<file path="config.mk">
export PLATFORM = sky130hd
export DESIGN_NAME = route_cfg_stager
export DESIGN_NICKNAME = d
export VERILOG_FILES = /design/src/rtl/cfgld_pkg.sv /design/src/rtl/cfg_table_rom.sv /design/src/rtl/cfg_seq_fsm.sv /design/src/rtl/cfg_reg_bank.sv /design/src/rtl/route_cfg_stager.sv
export SDC_FILE = /design/constraint.sdc
export NUM_CORES = 1
export LEC_CHECK = 0
export ABC_AREA = 1
export BUFFER_PORTS_ARGS = -buffer_cell sky130_fd_sc_hd__clkbuf_2
export CAP_MARGIN = 15
export CELL_PAD_IN_SITES_DETAIL_PLACEMENT = 1
export CELL_PAD_IN_SITES_GLOBAL_PLACEMENT = 1
export CORE_MARGIN = 1
export CORE_UTILIZATION = 45
export DETAILED_ROUTE_END_ITERATION = 10
export PLACE_DENSITY_LB_ADDON = 0.12
export SLEW_MARGIN = 25
export SYNTH_ARGS = -nofsm -noshare
export SYNTH_HDL_FRONTEND = slang
export SYNTH_SLANG_ARGS = --single-unit
</file>
<file path="constraint.sdc">
create_clock -name clk -period 2.7 [get_ports clk]
set_clock_uncertainty 0.1 [all_clocks]
set_input_delay 0.54 -clock clk [delete_from_list [all_inputs] [get_ports clk]]
set_output_delay 0.54 -clock clk [all_outputs]
set_load 0.01 [all_outputs]
</file>
<file path="src/rtl/cfgld_pkg.sv">
// Package: shared types for the configuration loader.
// Assumes nothing beyond a two-bit state encoding.
package cfgld_pkg;
    typedef enum logic [1:0] {
        ST_IDLE   = 2'd0,
        ST_LOAD   = 2'd1,
        ST_COMMIT = 2'd2,
        ST_DONE   = 2'd3
    } ld_state_e;
endpackage

</file>
<file path="src/rtl/cfg_table_rom.sv">
// Module: cfg_table_rom
// Computed read-only table of configuration words, one word per (call, node).
// Assumes WORD_W <= 32; the contents follow (c*71 + n*19 + 33) mod 2^WORD_W.
module cfg_table_rom #(
    parameter int CALLS  = 4,
    parameter int NODES  = 8,
    parameter int WORD_W = 8,
    parameter int CALL_W = 2,
    parameter int ADDR_W = 3
) (
    input  logic [CALL_W-1:0] call_sel,
    input  logic [ADDR_W-1:0] addr,
    output logic [WORD_W-1:0] word
);
    localparam int ENTRIES = CALLS * NODES;

    logic [WORD_W-1:0] rom_w [ENTRIES];

    // Builds each table entry from its call and node numbers.
    for (genvar c = 0; c < CALLS; c++) begin : g_call
        for (genvar n = 0; n < NODES; n++) begin : g_node
            localparam int VAL = c * 71 + n * 19 + 33;
            localparam logic [31:0] VAL_V = VAL;
            assign rom_w[c*NODES+n] = VAL_V[WORD_W-1:0];
        end
    end

    // Selects the entry for the current call and staging address.
    always_comb begin
        word = rom_w[int'(call_sel) * NODES + int'(addr)];
    end
endmodule

</file>
<file path="src/rtl/cfg_seq_fsm.sv">
// Module: cfg_seq_fsm
// Sequencer: accepts a start request, steps the staging address once per
// cycle, then issues a one-cycle commit and holds done until the next start.
// Assumes CALLS <= 2**ID_W and NODES >= 2.
module cfg_seq_fsm
    import cfgld_pkg::*;
#(
    parameter int CALLS  = 4,
    parameter int NODES  = 8,
    parameter int ID_W   = 3,
    parameter int CALL_W = 2,
    parameter int ADDR_W = 3
) (
    input  logic              clk,
    input  logic              rst_n,
    input  logic              cfg_en,
    input  logic [ID_W-1:0]   call_id,
    output logic [ADDR_W-1:0] addr,
    output logic [CALL_W-1:0] call_q,
    output logic              wr_en,
    output logic              commit,
    output logic              busy,
    output logic              done
);
    localparam logic [ADDR_W-1:0] LAST_ADDR = ADDR_W'(NODES - 1);
    localparam logic [ID_W-1:0]   LAST_ID   = ID_W'(CALLS - 1);

    ld_state_e state_q, state_d;
    logic      id_ok;
    logic      accept;

    // Flags a start request with a call number inside the table.
    always_comb begin
        id_ok  = (call_id <= LAST_ID);
        accept = cfg_en && id_ok && (state_q == ST_IDLE || state_q == ST_DONE);
    end

    // Next-state selection for the load sequence.
    always_comb begin
        state_d = state_q;
        case (state_q)
            ST_IDLE:   if (accept) state_d = ST_LOAD;
            ST_LOAD:   if (addr == LAST_ADDR) state_d = ST_COMMIT;
            ST_COMMIT: state_d = ST_DONE;
            ST_DONE:   if (accept) state_d = ST_LOAD;
            default:   state_d = ST_IDLE;
        endcase
    end

    // State register with synchronous reset.
    always_ff @(posedge clk) begin
        if (!rst_n) state_q <= ST_IDLE;
        else        state_q <= state_d;
    end

    // Staging address counter and latched call number.
    always_ff @(posedge clk) begin
        if (!rst_n) begin
            addr   <= '0;
            call_q <= '0;
        end else if (accept) begin
            addr   <= '0;
            call_q <= call_id[CALL_W-1:0];
        end else if (state_q == ST_LOAD && addr != LAST_ADDR) begin
            addr   <= addr + ADDR_W'(1);
        end
    end

    // Decodes state into write, commit and status strobes.
    always_comb begin
        wr_en  = (state_q == ST_LOAD);
        commit = (state_q == ST_COMMIT);
        busy   = (state_q == ST_LOAD) || (state_q == ST_COMMIT);
        done   = (state_q == ST_DONE);
    end

    p_commit_after_last_r2: assert property (@(posedge clk) disable iff (!rst_n)
        (state_q == ST_LOAD && addr == LAST_ADDR) |=> (state_q == ST_COMMIT));

    p_addr_step_r2: assert property (@(posedge clk) disable iff (!rst_n)
        (state_q == ST_LOAD && addr != LAST_ADDR) |=> (addr == $past(addr) + ADDR_W'(1)));

    p_call_held_r7: assert property (@(posedge clk) disable iff (!rst_n)
        (state_q == ST_LOAD) |=> $stable(call_q));

    p_bad_id_ignored_r6: assert property (@(posedge clk) disable iff (!rst_n)
        (cfg_en && !id_ok && state_q == ST_DONE) |=> (state_q == ST_DONE));
endmodule

</file>
<file path="src/rtl/cfg_reg_bank.sv">
// Module: cfg_reg_bank
// Two-level register bank: decoded writes fill per-node staging registers,
// and a commit strobe copies every staging register to the live register.
// Assumes at most one write per cycle; the commit and write never overlap.
module cfg_reg_bank #(
    parameter int NODES  = 8,
    parameter int WORD_W = 8,
    parameter int ADDR_W = 3
) (
    input  logic                    clk,
    input  logic                    rst_n,
    input  logic                    wr_en,
    input  logic [ADDR_W-1:0]       wr_addr,
    input  logic [WORD_W-1:0]       wr_data,
    input  logic                    commit,
    output logic [NODES*WORD_W-1:0] cfg_flat
);
    logic [NODES*WORD_W-1:0] ld_flat;

    for (genvar g = 0; g < NODES; g++) begin : g_slot
        logic              sel;
        logic [WORD_W-1:0] ld_q;
        logic [WORD_W-1:0] cfg_q;

        // Address decode for this node's staging register.
        always_comb sel = wr_en && (wr_addr == ADDR_W'(g));

        // Staging register, written only when decoded.
        always_ff @(posedge clk) begin
            if (!rst_n)   ld_q <= '0;
            else if (sel) ld_q <= wr_data;
        end

        // Live register, copied from staging on commit.
        always_ff @(posedge clk) begin
            if (!rst_n)      cfg_q <= '0;
            else if (commit) cfg_q <= ld_q;
        end

        assign ld_flat[g*WORD_W +: WORD_W]  = ld_q;
        assign cfg_flat[g*WORD_W +: WORD_W] = cfg_q;
    end

    p_cfg_hold_r4: assert property (@(posedge clk) disable iff (!rst_n)
        !commit |=> $stable(cfg_flat));

    p_cfg_takes_stage_r3: assert property (@(posedge clk) disable iff (!rst_n)
        commit |=> (cfg_flat == $past(ld_flat)));
endmodule

</file>
<file path="src/rtl/route_cfg_stager.sv">
// Module: route_cfg_stager
// Top: ties the sequencer, the computed word table and the two-level register
// bank together. The live configuration changes only on the commit edge.
// Assumes call_id and cfg_en are synchronous to clk.
module route_cfg_stager #(
    parameter int NODES  = 8,
    parameter int WORD_W = 8,
    parameter int CALLS  = 4,
    parameter int ID_W   = 3
) (
    input  logic                    clk,
    input  logic                    rst_n,
    input  logic [ID_W-1:0]         call_id,
    input  logic                    cfg_en,
    output logic [NODES*WORD_W-1:0] cfg_bits,
    output logic                    busy,
    output logic                    done
);
    localparam int ADDR_W = (NODES > 1) ? $clog2(NODES) : 1;
    localparam int CALL_W = (CALLS > 1) ? $clog2(CALLS) : 1;

    logic [ADDR_W-1:0] addr;
    logic [CALL_W-1:0] call_q;
    logic              wr_en;
    logic              commit;
    logic [WORD_W-1:0] word;

    cfg_seq_fsm #(
        .CALLS(CALLS), .NODES(NODES), .ID_W(ID_W),
        .CALL_W(CALL_W), .ADDR_W(ADDR_W)
    ) u_fsm (
        .clk(clk), .rst_n(rst_n), .cfg_en(cfg_en), .call_id(call_id),
        .addr(addr), .call_q(call_q), .wr_en(wr_en), .commit(commit),
        .busy(busy), .done(done)
    );

    cfg_table_rom #(
        .CALLS(CALLS), .NODES(NODES), .WORD_W(WORD_W),
        .CALL_W(CALL_W), .ADDR_W(ADDR_W)
    ) u_rom (
        .call_sel(call_q), .addr(addr), .word(word)
    );

    cfg_reg_bank #(
        .NODES(NODES), .WORD_W(WORD_W), .ADDR_W(ADDR_W)
    ) u_bank (
        .clk(clk), .rst_n(rst_n), .wr_en(wr_en), .wr_addr(addr),
        .wr_data(word), .commit(commit), .cfg_flat(cfg_bits)
    );

    p_done_after_commit_r5: assert property (@(posedge clk) disable iff (!rst_n)
        commit |=> (done && !busy));

    p_idle_bad_id_r6: assert property (@(posedge clk) disable iff (!rst_n)
        (!busy && !done && cfg_en && call_id >= ID_W'(CALLS)) |=> (!busy && !done));

    p_busy_excl_done_r2: assert property (@(posedge clk) disable iff (!rst_n)
        !(busy && done));
endmodule

</file>
==> After elaboration in Yosys (flattened, before gate mapping) <==
Memory sizes are Yosys's and may differ from the RTL's.
Index checks and enable logic that the tools add are counted.
{ "classes": {"add_sub_neg": 2, "n_mul": 0, "div_mod_pow": 0, "order_cmp": 2, "eq_ne": 13, "shifts": 0, "n_mux": 5, "n_bitwise": 2, "reduce_logical": 18} }
{ "op_table": {"columns": ["operator", "count"], "rows": [
  ["greater-or-equal comparator 32 x 6 -> 1 bit (second input constant)", 1],
  ["NOT 32 bit", 1],
  ["two-way mux 8 bit", 2],
  ["== test 3 bit (second input constant)", 4],
  ["logical AND 1 bit", 11],
  ["adder 5 x 3 -> 6 bit", 1],
  ["== test 3 x 2 -> 1 bit (second input constant)", 2],
  ["one-hot mux 2 bit (3 select lines)", 1],
  ["== test 2 bit (second input constant)", 2],
  ["two-way mux 2 bit", 2],
  ["OR reduction 2 bit", 2],
  ["adder 3 x 1 -> 3 bit (second input constant)", 1],
  ["== test 3 x 1 -> 1 bit (second input constant)", 1],
  ["less-or-equal comparator 3 x 2 -> 1 bit (second input constant)", 1],
  ["zero test 3 bit", 1],
  ["!= test 3 bit (second input constant)", 1],
  ["== test 2 x 1 -> 1 bit (second input constant)", 1],
  ["zero test 2 bit", 1],
  ["logical OR 1 bit", 2],
  ["!= test 2 x 1 -> 1 bit (second input constant)", 1],
  ["!= test 2 bit (second input constant)", 1],
  ["AND reduction 2 bit", 1],
  ["NOT 1 bit", 1]
]} }
{ "totals": {"ff_bits": 135, "latchBits": 0, "mem_bits_rw": 0, "romBits": 256, "in_bits": 6, "output_inout_bits": 66, "elab_cells": 62, "n_memories": 1} }
{ "memory_table": {"columns": ["name", "words", "word_bits", "read_ports", "rd_clocked_by_memory_dff", "write_ports", "line", "rtl"], "rows": [
  ["(no name shown)", 32, 8, 1, 0, 0, "cfg_table_rom.sv:30", "word = rom_w[int'(call_sel) * NODES + int'(addr)];"]
]} }

==> Logic depth before layout (Yosys ltp) <==
{ "depth": {"ltp_word": 5, "mapped_depth": 10, "depth_no_buf": 10} }

==> Modules after synthesis <==
From an unflattened synthesis, not the netlist that was laid out.
{ "hier_totals": {"cells_unflattened": 799, "hier_area_um2": 5619.1} }
{ "modules_own_cells": {"columns": ["module", "instances", "cells_per_inst", "area_per_inst_um2", "seq_area_each_um2"], "rows": [
  ["cfg_reg_bank", 1, 645, 4687.0, 2562.5],
  ["cfg_table_rom", 1, 105, 559.3, 0.0],
  ["cfg_seq_fsm", 1, 49, 372.9, 140.1]
]} }

==> Worst setup path after synthesis <==
OpenSTA, ideal clock, no wires.
{ "synth_path": {"kind": "reg-to-reg", "start": "reg u_fsm.addr[0]", "end": "reg u_bank.g_slot[0].ld_q[2]", "setup_time_ps": 109, "arrival_ps": 1465, "t_required_ps": 2491, "setup_slack_ps": 1026, "path_stages_with_launch": 10, "path_buffers": 0, "period_less_slack_ps": 1674, "cell_sequence": "dfxtp_1 -> inv_1 -> ha_1 -> inv_1 -> nand2_1 -> nand3_1 -> nand3_1 -> nand3_1 -> nand2_1 -> inv_1"} }
{ "synth_via": {"elab_chain_cells": 5, "elab_cells_between_ends": 7, "cone_classes": "1 x add/sub; 2 x mux; 1 x bitwise; 2 x reduce/logical; 1 x memory"} }
{ "synth_rtl": {"columns": ["item", "line", "rtl"], "rows": [
  ["start, declared", "cfg_seq_fsm.sv:18", "output logic [ADDR_W-1:0] addr,"],
  ["start signal, assigned", "cfg_seq_fsm.sv:65", "addr <= addr + ADDR_W'(1);"],
  ["adder 5 x 3 -> 6 bit", "cfg_table_rom.sv:30", null],
  ["NOT 32 bit (not written as such)", "cfg_table_rom.sv:30", null],
  ["memory read (32 x 8 bit)", null, null],
  ["two-way mux 8 bit (not written as such) (2 in series)", "cfg_table_rom.sv:30", null],
  ["end signal, assigned", "cfg_reg_bank.sv:31", "else if (sel) ld_q <= wr_data;"],
  ["end, declared", "cfg_reg_bank.sv:22", "logic [WORD_W-1:0] ld_q;"]
]} }
Parallel ways exist; a longest one is shown, timed or not. The select of a mux whose other input is x is not followed.
A chain may end at the register's enable or synchronous reset.

==> Worst setup path in the final report <==
{ "layout_path": {"start": "reg u_fsm.addr[2]", "end": "reg u_bank.g_slot[3].ld_q[0]"} }
{ "layout_via": {"elab_chain_cells": 5, "elab_cells_between_ends": 7, "cone_classes": "1 x add/sub; 1 x eq/ne; 2 x mux; 1 x bitwise; 1 x reduce/logical; 1 x memory"} }
{ "layout_rtl": {"columns": ["item", "line"], "rows": [
  ["adder 5 x 3 -> 6 bit", "cfg_table_rom.sv:30"],
  ["NOT 32 bit (not written as such)", "cfg_table_rom.sv:30"],
  ["memory read (32 x 8 bit)", null],
  ["two-way mux 8 bit (not written as such) (2 in series)", "cfg_table_rom.sv:30"],
  ["end signal, assigned", "cfg_reg_bank.sv:31"],
  ["end, declared", "cfg_reg_bank.sv:22"]
]} }
Parallel ways exist; a longest one is shown, timed or not. The select of a mux whose other input is x is not followed.

==> results.sh <==
export IMPL_status="finished with violations"
export IMPL_violations="DRC"
export IMPL_h_tree_depth=4
export IMPL_max_cap_viol_count=0
export IMPL_synth_area_leaders="dfxtp_1 (50%), a21oi_1 (10%), o21ai_0 (9.6%)"
export IMPL_syn_to_final_growth_pct=20.6
export IMPL_cts_repair_resized=0
export IMPL_vias=4822
export IMPL_p_switching_mw=2.44
export IMPL_power_frac_comb_pct=28.3
export IMPL_fill_cells=1466
export IMPL_core_area_um2=11500
export IMPL_vias_per_cell=5.21
export IMPL_p_seq_share_pct=36.7
export IMPL_synth_top_cell_area_share_pct=50.5
export IMPL_multiInputGateArea_um2=2100
export IMPL_avgSynthCellArea_um2=7.58
export IMPL_worst_slew_pin_slew_ns=0.779
export IMPL_hold_buffers=0
export IMPL_drv_slew=0
export IMPL_post_route_period_util_pct=89.1
export IMPL_cts_sinks=135
export IMPL_nets=789
export IMPL_powerDensity_nw_per_um2=1100
export IMPL_mostFrequentLayoutCells="dfxtp_1 (135), a21oi_1 (109), o21ai_0 (103), inv_1 (99), nand2_1 (87)"
export IMPL_setup_ws_ns=0.294
export IMPL_grt_max_degree=94
export IMPL_yosys_warnings=0
export IMPL_ys_ff_latch=135
export IMPL_hold_viol_final=0
export IMPL_clkPwrFrac_pct=34.9
export IMPL_fp_dieW_um=111
export IMPL_synth_nets=725
export IMPL_hpwl_um=10100
export IMPL_rsz0062_at_grt="no"
export IMPL_path_max_fanout=17
export IMPL_crit_chain="inv_2 > ha_1 > nand2_1 > clkinv_1 > o21ai_0 > a21oi_1"
export IMPL_drt_wl_total_um=15400
export IMPL_start_util_pct=46.5
export IMPL_first_iter_violations=266
export IMPL_cp_start_kind="flip-flop"
export IMPL_power_leakage_nw=3.09
export IMPL_fin_crit_ns=2.41
export IMPL_portBuffers=71
export IMPL_critPathKind="flip-flop to flip-flop"
export IMPL_intPower_mw=4.69
export IMPL_drive_gt1_share_pct=15.1
export IMPL_slowest_delay_ns=0.68
export IMPL_insertion_delay_ns=0.42
export IMPL_clkTransAtPathRegs_ns=0.06
export IMPL_firstDrtPassIters=7
export IMPL_ctsRootBufferMaster="clkbuf_16"
export IMPL_grt_first_pass_wirelength_um=25500
export IMPL_path_buf_inv=2
export IMPL_utilization_pct=56.1
export IMPL_max_freq_ghz=0.416
export IMPL_dp_slack_ns=0.372
export IMPL_syn_area_um2=5350
export IMPL_yosysSeqAreaShare_pct=50.5
export IMPL_num_io_pins=72
export IMPL_postCtsSetupBuffers=0
export IMPL_grt_usage_pct=26.6
export IMPL_synth_cell_type_count=22
export IMPL_finalSetupViolCount=0
export IMPL_cp_arrival_ns=2.61
export IMPL_synth_top_cell_by_area="dfxtp_1"
export IMPL_regArea_um2=2700
export IMPL_syn_inst=706
export IMPL_final_common_cell="dfxtp_1"
export IMPL_grt_pass1_vias=4963
export IMPL_cp_slowest_cell="dfxtp_1"
export IMPL_die_h_um=111
export IMPL_max_slew_margin_pct=48.1
export IMPL_ir_worst_vdd_mv=0.472
export IMPL_crit_required_ns=2.90
export IMPL_ant_nets=0
export IMPL_routabilityCongestion=0.819
export IMPL_wire_per_inst_um=16.6
export IMPL_netSwitchingFraction_pct=34.3
export IMPL_end_kind="flip-flop"
export IMPL_path_delay_family="flip-flops"
export IMPL_fin_setup_tns_ns=0
export IMPL_hp_class="primary input to flip-flop"
export IMPL_std_cell_rows=39
export IMPL_drc=12
export IMPL_grt_overflow=0
export IMPL_antenna_found_initial=0
export IMPL_cts_made_buffers=17
export IMPL_die_area_um2=12300
export IMPL_cts_tree="built"
export IMPL_n_antenna_cell=0
export IMPL_cts_max_path_buffers=2
## power by group through the flow
stage | combinational, mW | clock, mW | sequential (mW)
after floorplan | 1.11 | 0 | 2.77
after global placement | 1.97 | 0 | 2.63
after detailed placement | 2.02 | 0 | 2.65
after CTS | 2.05 | 2.52 | 2.62
after global routing | 2.28 | 2.62 | 2.66
final | 2.02 | 2.49 | 2.62
## worst min-delay path: cells and delay by family
family                 cells  cell delay, ns
AOI/OAI and AO/OA          2            0.18
buffers and inverters      1            0.07
## cells in the mapped netlist
cell type	n
buf_1	1
nand3_2	3
buf_2	9
clkbuf_1	24
inv_2	1
buf_6	1
dfxtp_1	135
o21a_1	2
a21oi_1	109
clkinv_1	4
nand3b_1	1
nand2_1	87
inv_1	99
nand2_2	1
nor2_1	58
or2_0	1
clkinv_2	1
nand3_1	51
ha_1	13
buf_4	1
xor2_1	1
o21ai_0	103
## area by class of cell
cell class | instances | area share, %
multi-input combinational | 430 | 32.5
timing repair buffer | 81 | 6.86
inverter | 105 | 6.12
tap | 143 | 2.77
clock inverter | 10 | 2.60
sequential | 135 | 41.9
clock buffer | 21 | 7.29
## per-layer routing
layer / vias to the layer above / wire [um] / global-route usage [%]
met1: 2307 / 6940 / 33.8
met5: - / 0 / 0
li1: 2404 / - / -
met3: 21 / 638 / 5.63
met4: 0 / 207 / 8.92
met2: 90 / 7600 / 44.9
## per-stage QoR
step	power, mW	std cells	hold WS, ns	area (um^2)
global route	7.57	925	0.319	6460
detailed placement	4.67	894	0.355	5820
CTS	7.19	925	0.309	6460
finish	7.13	925	0.321	6460
floorplan	3.88	706	0.330	5350
global placement	4.60	894	0.346	5820
## final timing paths
check	slack (ns)	endpoint	start	depth (start not counted)
setup / recovery	0.29	u_bank.g_slot[3].ld_q[0]	u_fsm.addr[2]	6
hold / removal	0.32	u_fsm.call_q[0]	call_id[0]	3
setup reg to reg	0.29	u_bank.g_slot[3].ld_q[0]	u_fsm.addr[2]	6
hold reg to reg	0.36	u_bank.g_slot[0].cfg_q[4]	u_bank.g_slot[0].ld_q[4]	2
## kinds of logic (layout without fill, tap and decap cells)
kind of cell    Yosys count  in the layout  share of synthesized area, %
flops                   135            135                          50.5
compound gates          214            214                          20.1
simple gates            202            202                          15.9
fa+ha+maj                13             13                          3.04
buf+inv                 141            217                          10.3
xor+xnor                  1              1                         0.164
## state kept, by name, indices dropped and copies added (netlist names)
register	cells
u_fsm.state_q	2
u_bank.g_slot.cfg_q	64
u_fsm.addr	3
u_bank.g_slot.ld_q	64
u_fsm.call_q	2
No activity file was read; power rests on OpenSTA's default activity.
